File: config.mk
export PLATFORM = sky130hd
export DESIGN_NAME = txc_status_stack
export DESIGN_NICKNAME = d
export VERILOG_FILES = /design/src/rtl/txc_pkg.sv /design/src/rtl/txc_push_fmt.sv /design/src/rtl/txc_store.sv /design/src/rtl/txc_ctrl_flags.sv /design/src/rtl/txc_status_stack.sv
export SDC_FILE = /design/constraint.sdc
export NUM_CORES = 1
export LEC_CHECK = 0
export ABC_AREA = 1
export BUFFER_PORTS_ARGS = -buffer_cell sky130_fd_sc_hd__buf_2
export CELL_PAD_IN_SITES_DETAIL_PLACEMENT = 0
export CELL_PAD_IN_SITES_GLOBAL_PLACEMENT = 1
export CORE_ASPECT_RATIO = 0.7
export CORE_MARGIN = 3
export CORE_UTILIZATION = 40
export CTS_CLUSTER_DIAMETER = 120
export DETAILED_ROUTE_END_ITERATION = 16
export PLACE_DENSITY = 0.8
export SETUP_SLACK_MARGIN = 0.02
export SLEW_MARGIN = 25
export SYNTH_ARGS = -nofsm -noshare
export SYNTH_HDL_FRONTEND = slang
export SYNTH_HIERARCHICAL = 1
export SYNTH_SLANG_ARGS = --single-unit
export TNS_END_PERCENT = 20
File: constraint.sdc
create_clock -name clk -period 1.76 [get_ports clk]
set_input_delay 0 -clock clk [delete_from_list [all_inputs] [get_ports clk]]
set_output_delay 0 -clock clk [all_outputs]
set_load 0.03 [all_outputs]
File: src/rtl/txc_pkg.sv
// Package: bit positions of the transmit completion result byte.
// Assumes an 8-bit result byte; bits 1..0 carry no meaning and read as 0.
package txc_pkg;
    localparam int unsigned BYTE_W   = 8;
    localparam int unsigned B_DONE   = 7;
    localparam int unsigned B_IRQ    = 6;
    localparam int unsigned B_JABBER = 5;
    localparam int unsigned B_UNDER  = 4;
    localparam int unsigned B_MAXCOL = 3;
    localparam int unsigned B_LOST   = 2;

    typedef logic [BYTE_W-1:0] txc_byte_t;
endpackage

File: src/rtl/txc_push_fmt.sv
// Module: txc_push_fmt
// Purely combinational. Turns a raw result byte from the transmit engine
// into the stored form and classifies it.
// Assumes the block, not the transmit engine, owns the done and lost bits.
module txc_push_fmt
    import txc_pkg::*;
(
    input  txc_byte_t raw_byte,
    output txc_byte_t entry_byte,
    output logic      wants_event,
    output logic      needs_reset
);
    // Build the stored entry: done forced, reason bits kept, low bits cleared
    always_comb begin
        entry_byte         = '0;
        entry_byte[B_DONE] = 1'b1;
        entry_byte[B_IRQ]    = raw_byte[B_IRQ];
        entry_byte[B_JABBER] = raw_byte[B_JABBER];
        entry_byte[B_UNDER]  = raw_byte[B_UNDER];
        entry_byte[B_MAXCOL] = raw_byte[B_MAXCOL];
    end

    // Classify: interrupt request or any error, and the fatal error subset
    always_comb begin
        wants_event = raw_byte[B_IRQ] | raw_byte[B_JABBER]
                    | raw_byte[B_UNDER] | raw_byte[B_MAXCOL];
        needs_reset = raw_byte[B_JABBER] | raw_byte[B_UNDER];
    end
endmodule

File: src/rtl/txc_store.sv
// Module: txc_store
// Circular buffer of DEPTH result bytes, oldest presented on top_byte.
// A push while full (and no pop) marks the lost bit in the top entry.
// Assumes flush has priority over push and pop; DEPTH >= 1.
module txc_store
    import txc_pkg::*;
#(
    parameter int unsigned DEPTH = 4
) (
    input  logic      clk,
    input  logic      rst_n,
    input  logic      push,
    input  txc_byte_t push_entry,
    input  logic      pop,
    input  logic      flush,
    output txc_byte_t top_byte
);
    localparam int unsigned PW = (DEPTH > 1) ? $clog2(DEPTH) : 1;
    localparam int unsigned CW = $clog2(DEPTH + 1);
    localparam logic [CW-1:0] FULL_CNT = CW'(DEPTH);
    localparam logic [PW-1:0] LAST_IDX = PW'(DEPTH - 1);

    txc_byte_t       slots [DEPTH];
    logic [PW-1:0]   rd_ptr;
    logic [PW-1:0]   wr_ptr;
    logic [CW-1:0]   count;
    logic            is_empty;
    logic            is_full;
    logic            do_pop;
    logic            do_push;
    logic            do_mark;

    // Decode occupancy and decide which operations take effect this cycle
    always_comb begin
        is_empty = (count == '0);
        is_full  = (count == FULL_CNT);
        do_pop   = !flush && pop && !is_empty;
        do_push  = !flush && push && (!is_full || do_pop);
        do_mark  = !flush && push && is_full && !do_pop;
    end

    // Pointer and occupancy bookkeeping
    always_ff @(posedge clk) begin
        if (!rst_n || flush) begin
            rd_ptr <= '0;
            wr_ptr <= '0;
            count  <= '0;
        end else begin
            if (do_pop)
                rd_ptr <= (rd_ptr == LAST_IDX) ? '0 : rd_ptr + 1'b1;
            if (do_push)
                wr_ptr <= (wr_ptr == LAST_IDX) ? '0 : wr_ptr + 1'b1;
            case ({do_push, do_pop})
                2'b10:   count <= count + 1'b1;
                2'b01:   count <= count - 1'b1;
                default: count <= count;
            endcase
        end
    end

    // Slot contents: store accepted entries, mark loss on the top slot
    always_ff @(posedge clk) begin
        if (do_push)
            slots[wr_ptr] <= push_entry;
        else if (do_mark)
            slots[rd_ptr][B_LOST] <= 1'b1;
    end

    // Present the oldest entry, or zero when nothing is held
    always_comb begin
        top_byte = is_empty ? '0 : slots[rd_ptr];
    end

    AST_COUNT_BOUND: assert property (@(posedge clk) disable iff (!rst_n)
        count <= FULL_CNT);
    AST_FLUSH_EMPTIES: assert property (@(posedge clk) disable iff (!rst_n)
        flush |=> (top_byte == '0));
    AST_LOSS_MARKED: assert property (@(posedge clk) disable iff (!rst_n)
        (push && is_full && !pop && !flush) |=> top_byte[B_LOST]);
    AST_TOP_DONE: assert property (@(posedge clk) disable iff (!rst_n)
        !is_empty |-> top_byte[B_DONE]);
endmodule

File: src/rtl/txc_ctrl_flags.sv
// Module: txc_ctrl_flags
// Registers the event pulse and the sticky halt level for the
// transmit control logic. Assumes flush outranks a same-cycle push.
module txc_ctrl_flags (
    input  logic clk,
    input  logic rst_n,
    input  logic push,
    input  logic wants_event,
    input  logic needs_reset,
    input  logic flush,
    output logic event_pulse,
    output logic halt
);
    // One-cycle event for every interrupt-worthy push
    always_ff @(posedge clk) begin
        if (!rst_n || flush)
            event_pulse <= 1'b0;
        else
            event_pulse <= push && wants_event;
    end

    // Sticky halt until the transmit reset strobe
    always_ff @(posedge clk) begin
        if (!rst_n || flush)
            halt <= 1'b0;
        else if (push && needs_reset)
            halt <= 1'b1;
    end

    AST_HALT_STICKY: assert property (@(posedge clk) disable iff (!rst_n)
        (halt && !flush) |=> halt);
    AST_EVENT_CAUSE: assert property (@(posedge clk) disable iff (!rst_n)
        event_pulse |-> $past(push));
    AST_FLUSH_QUIET: assert property (@(posedge clk) disable iff (!rst_n)
        flush |=> (!event_pulse && !halt));
endmodule

File: src/rtl/txc_status_stack.sv
// Module: txc_status_stack (top)
// Queue of transmit completion results read and popped by the host
// through one 8-bit port, with event and halt outputs to the control logic.
// Assumes host_wr is a single-cycle strobe per host write.
module txc_status_stack
    import txc_pkg::*;
#(
    parameter int unsigned DEPTH = 4
) (
    input  logic       clk,
    input  logic       rst_n,
    input  logic       push_vld,
    input  logic [7:0] push_byte,
    input  logic       host_wr,
    input  logic       tx_reset,
    output logic [7:0] host_rd_data,
    output logic       txc_event,
    output logic       tx_halt
);
    txc_byte_t entry_byte;
    txc_byte_t top_byte;
    logic      wants_event;
    logic      needs_reset;

    txc_push_fmt u_fmt (
        .raw_byte    (push_byte),
        .entry_byte  (entry_byte),
        .wants_event (wants_event),
        .needs_reset (needs_reset)
    );

    txc_store #(.DEPTH(DEPTH)) u_store (
        .clk        (clk),
        .rst_n      (rst_n),
        .push       (push_vld),
        .push_entry (entry_byte),
        .pop        (host_wr),
        .flush      (tx_reset),
        .top_byte   (top_byte)
    );

    txc_ctrl_flags u_flags (
        .clk         (clk),
        .rst_n       (rst_n),
        .push        (push_vld),
        .wants_event (wants_event),
        .needs_reset (needs_reset),
        .flush       (tx_reset),
        .event_pulse (txc_event),
        .halt        (tx_halt)
    );

    // Drive the host read port from the top of the queue
    always_comb begin
        host_rd_data = top_byte;
    end

    AST_EMPTY_POP_HARMLESS: assert property (@(posedge clk) disable iff (!rst_n)
        (host_wr && !push_vld && !tx_reset && host_rd_data == 8'h00)
        |=> (host_rd_data == 8'h00));
endmodule

==> impl_metrics.ini <==
[outcome]
status = complete, no violations

[placement]
numPortBuffers = 18
post-place-ws_ns = 0.0966
gp_congestion = 0.757
place_hpwl_um = 2590
place_area_um2 = 2180

[worst_setup_path]
r2r_end = u_store/slots[0][0]$_DFFE_PP_
reg2reg_depth = 8
start_kind = flip-flop
crit_required_ns = 1.76
crit_fanout = 8
r2r_slack_ns = 0.10
endpoint_kind = flip-flop
timing.rr.start = u_store/count[1]$_SDFFE_PP0P_
path_class = reg2reg
arrival_ns = 1.65

[clock_network]
cts_tree = done
clk_latency_ns = 0.30
numClockSinks = 43
cts_buffer_depth = 2
htreeDepth = 2
post_cts_buffers = 0
numCtsBuffers = 5
clk_pin_slew_worst_paths_ns = 0.08
cts-root-buf = clkbuf_8

[timing]
worst_hold_slack_ns = 0.0657
fin_crit_sh_pct = 94.0
rsz0062_at_grt = yes
slew_viol_final = 0
fmax_mhz = 604
setup_ws_ns = 0.105
setup_viol = 0
skew_ns = 0.0123
fin_crit_ns = 1.66
hold_viol = 0

[die]
die_h_um = 65.6
die_w_um = 91.1
initial_core_util_pct = 42.0
die-area_um2 = 5980
fp-row-count = 21
io_pins = 23
core_area_um2 = 4830

[detailed_routing]
wirelength_um = 3730
drt_iter0_drc = 113
dr_total_vias = 1412
wl_per_cell_um = 12.0
antenna_left = 0
drc = 0
avgViaCountPerCell = 4.53
drt_pass1_iterations = 5

[pwr]
power.internal_w = 0.00144
combPwrFrac_pct = 8.6
power_density_nw_per_um2 = 804
switchingPower_w = 0.000437
p_leak_nw = 0.949
sw_frac_of_total_pct = 23.3
clock_power_share_pct = 31.8
power_frac_seq_pct = 59.6
peakVddDrop_uv = 480

[cells_and_area]
layout-drive-gt1-share_pct = 21.8
antenna_cells = 0
fin_area_um2 = 2330
area_growth_pct = 14.9
mostFrequentLayoutCells = nor2_1, edfxtp_1, inv_1
mostFrequentLayoutCell = nor2_1
final_util_pct = 48.2
fin_nets = 258

[synthesis]
syn_area_um2 = 2030
seq_area_frac_synth_pct = 58.2
synth_cell_types = 25
yosys-top-cells-area = edfxtp_1, dfxtp_1, nor2_1
syn_avg_cell_area_um2 = 9.31
synth_top_area_share_pct = 47.3
netlist_instances = 218
yosysWarnings = 6
synth_top_area_cell = edfxtp_1
ys_ff_latch = 43

[flow_run]
maxCapViolations = 0

[grt]
first_global_vias = 1313
grt_pass1_wl_um = 6200
gr-total-overflow = 0
antenna_found_initial = 0
grt_start_max_net_pins = 18
grt_usage_pct = 13.8

[worst_hold_path]
min-delay-start = tx_reset
hold_class = in2reg
whs_path_depth = 4
holdPathEnd = u_flags/halt$_SDFFE_PP0P_
==> cell usage after synthesis <==
cell	number
nor2_1	58
edfxtp_1	32
inv_1	24
o21ai_0	20
nand2_1	18
a21oi_1	13
dfxtp_1	11
buf_4	8
nand2_2	4
nand3_1	3
nor2_4	3
o21ai_2	3
buf_2	2
clkbuf_1	2
conb_1	2
ha_1	2
inv_2	2
nand4_1	2
nor2_2	2
o21ai_1	2
a21oi_2	1
clkinv_4	1
fa_1	1
nand2_4	1
or2_1	1
==> worst max path at each step <==
stage                                              from                       endpoint  slack, ns  cells after the start
after floorplan           u_store/count[0]$_SDFFE_PP0P_  u_store/slots[2][0]$_DFFE_PP_       0.09                      7
after global placement    u_store/count[0]$_SDFFE_PP0P_  u_store/slots[0][5]$_DFFE_PP_       0.10                      8
after detailed placement  u_store/count[0]$_SDFFE_PP0P_  u_store/slots[0][5]$_DFFE_PP_        0.1                      8
after CTS                                     flip-flop                host_rd_data[7]       0.02                      5
after global routing      u_store/count[2]$_SDFFE_PP0P_  u_store/count[2]$_SDFFE_PP0P_      -0.01                      8
final                     u_store/count[1]$_SDFFE_PP0P_  u_store/slots[0][0]$_DFFE_PP_       0.10                      8
==> critical path: stages, from the launching register on <==
cell and delay, ns:
dfxtp_2 0.35, nor2_4 0.11, nand2_2 0.09, nor2_4 0.15, nand2_4 0.12, o21ai_4 0.19
nand2_1 0.07, nor2_1 0.09, buf_4 0.19
==> cell families after synthesis <==
family | Yosys count | share of synthesized area, %
AOI/OAI and AO/OA | 39 | 10.4
adders and majority gates | 3 | 2.22
buffers and inverters | 39 | 9.06
DFF | 43 | 58.2
other | 2 | 0.370
and+or+nand+nor | 92 | 19.8
==> through the flow <==
| stage | TNS [ns] | power [W] | std cells |
|---|---|---|---|
| 2_1_floorplan | 0 | 0.00126 | 220 |
| 3_3_place_gp | 0 | 0.00129 | 301 |
| 3_5_place_dp | 0 | 0.00129 | 301 |
| 4_1_cts | 0 | 0.00189 | 312 |
| 5_1_grt | -0.0412 | 0.00196 | 312 |
| 6_report | 0 | 0.00187 | 312 |
==> final cells by class <==
| class | instances | area [um^2] |
|---|---|---|
| Sequential cell | 43 | 1180 |
| Timing Repair Buffer | 27 | 173 |
| Clock buffer | 6 | 72.6 |
| Fill cell | 456 | 2500 |
| Multi-Input combinational cell | 138 | 697 |
| Clock inverter | 2 | 12.5 |
| Tap cell | 69 | 86.3 |
| Inverter | 27 | 106 |
==> power by group through the flow <==
stage / combinational (W) / clock (W) / sequential, W
after floorplan: 0.000116 / 0 / 0.00114
after global placement: 0.000152 / 0 / 0.00114
after detailed placement: 0.000154 / 0 / 0.00114
after CTS: 0.000159 / 0.000613 / 0.00112
after global routing: 0.000183 / 0.000660 / 0.00112
final: 0.000161 / 0.000596 / 0.00112
==> what timing repair did <==
item                                    in CTS  in global routing
endpoints found under the setup margin       0                 37
resized for setup                            0                 10
hold endpoints to repair                     2                  0
hold buffers                                 3                  0
==> layer usage <==
| layer | GRT usage [%] | vias up | wire length, um |
|---|---|---|---|
| met5 | 0 | - | 0 |
| met4 | 6.02 | 0 | 55 |
| met3 | 4.23 | 6 | 223 |
| met2 | 19.4 | 37 | 1490 |
| met1 | 19.5 | 626 | 1960 |
| li1 | - | 743 | - |
==> registers in the layout (all words and copies together), names as in the netlist, named ones only <==
signal,cells
u_store/wr_ptr,2
u_flags/halt,1
u_store/slots,32
u_store/rd_ptr,2
u_flags/event_pulse,1
u_store/count,3
(Power assumes the default switching activity.)
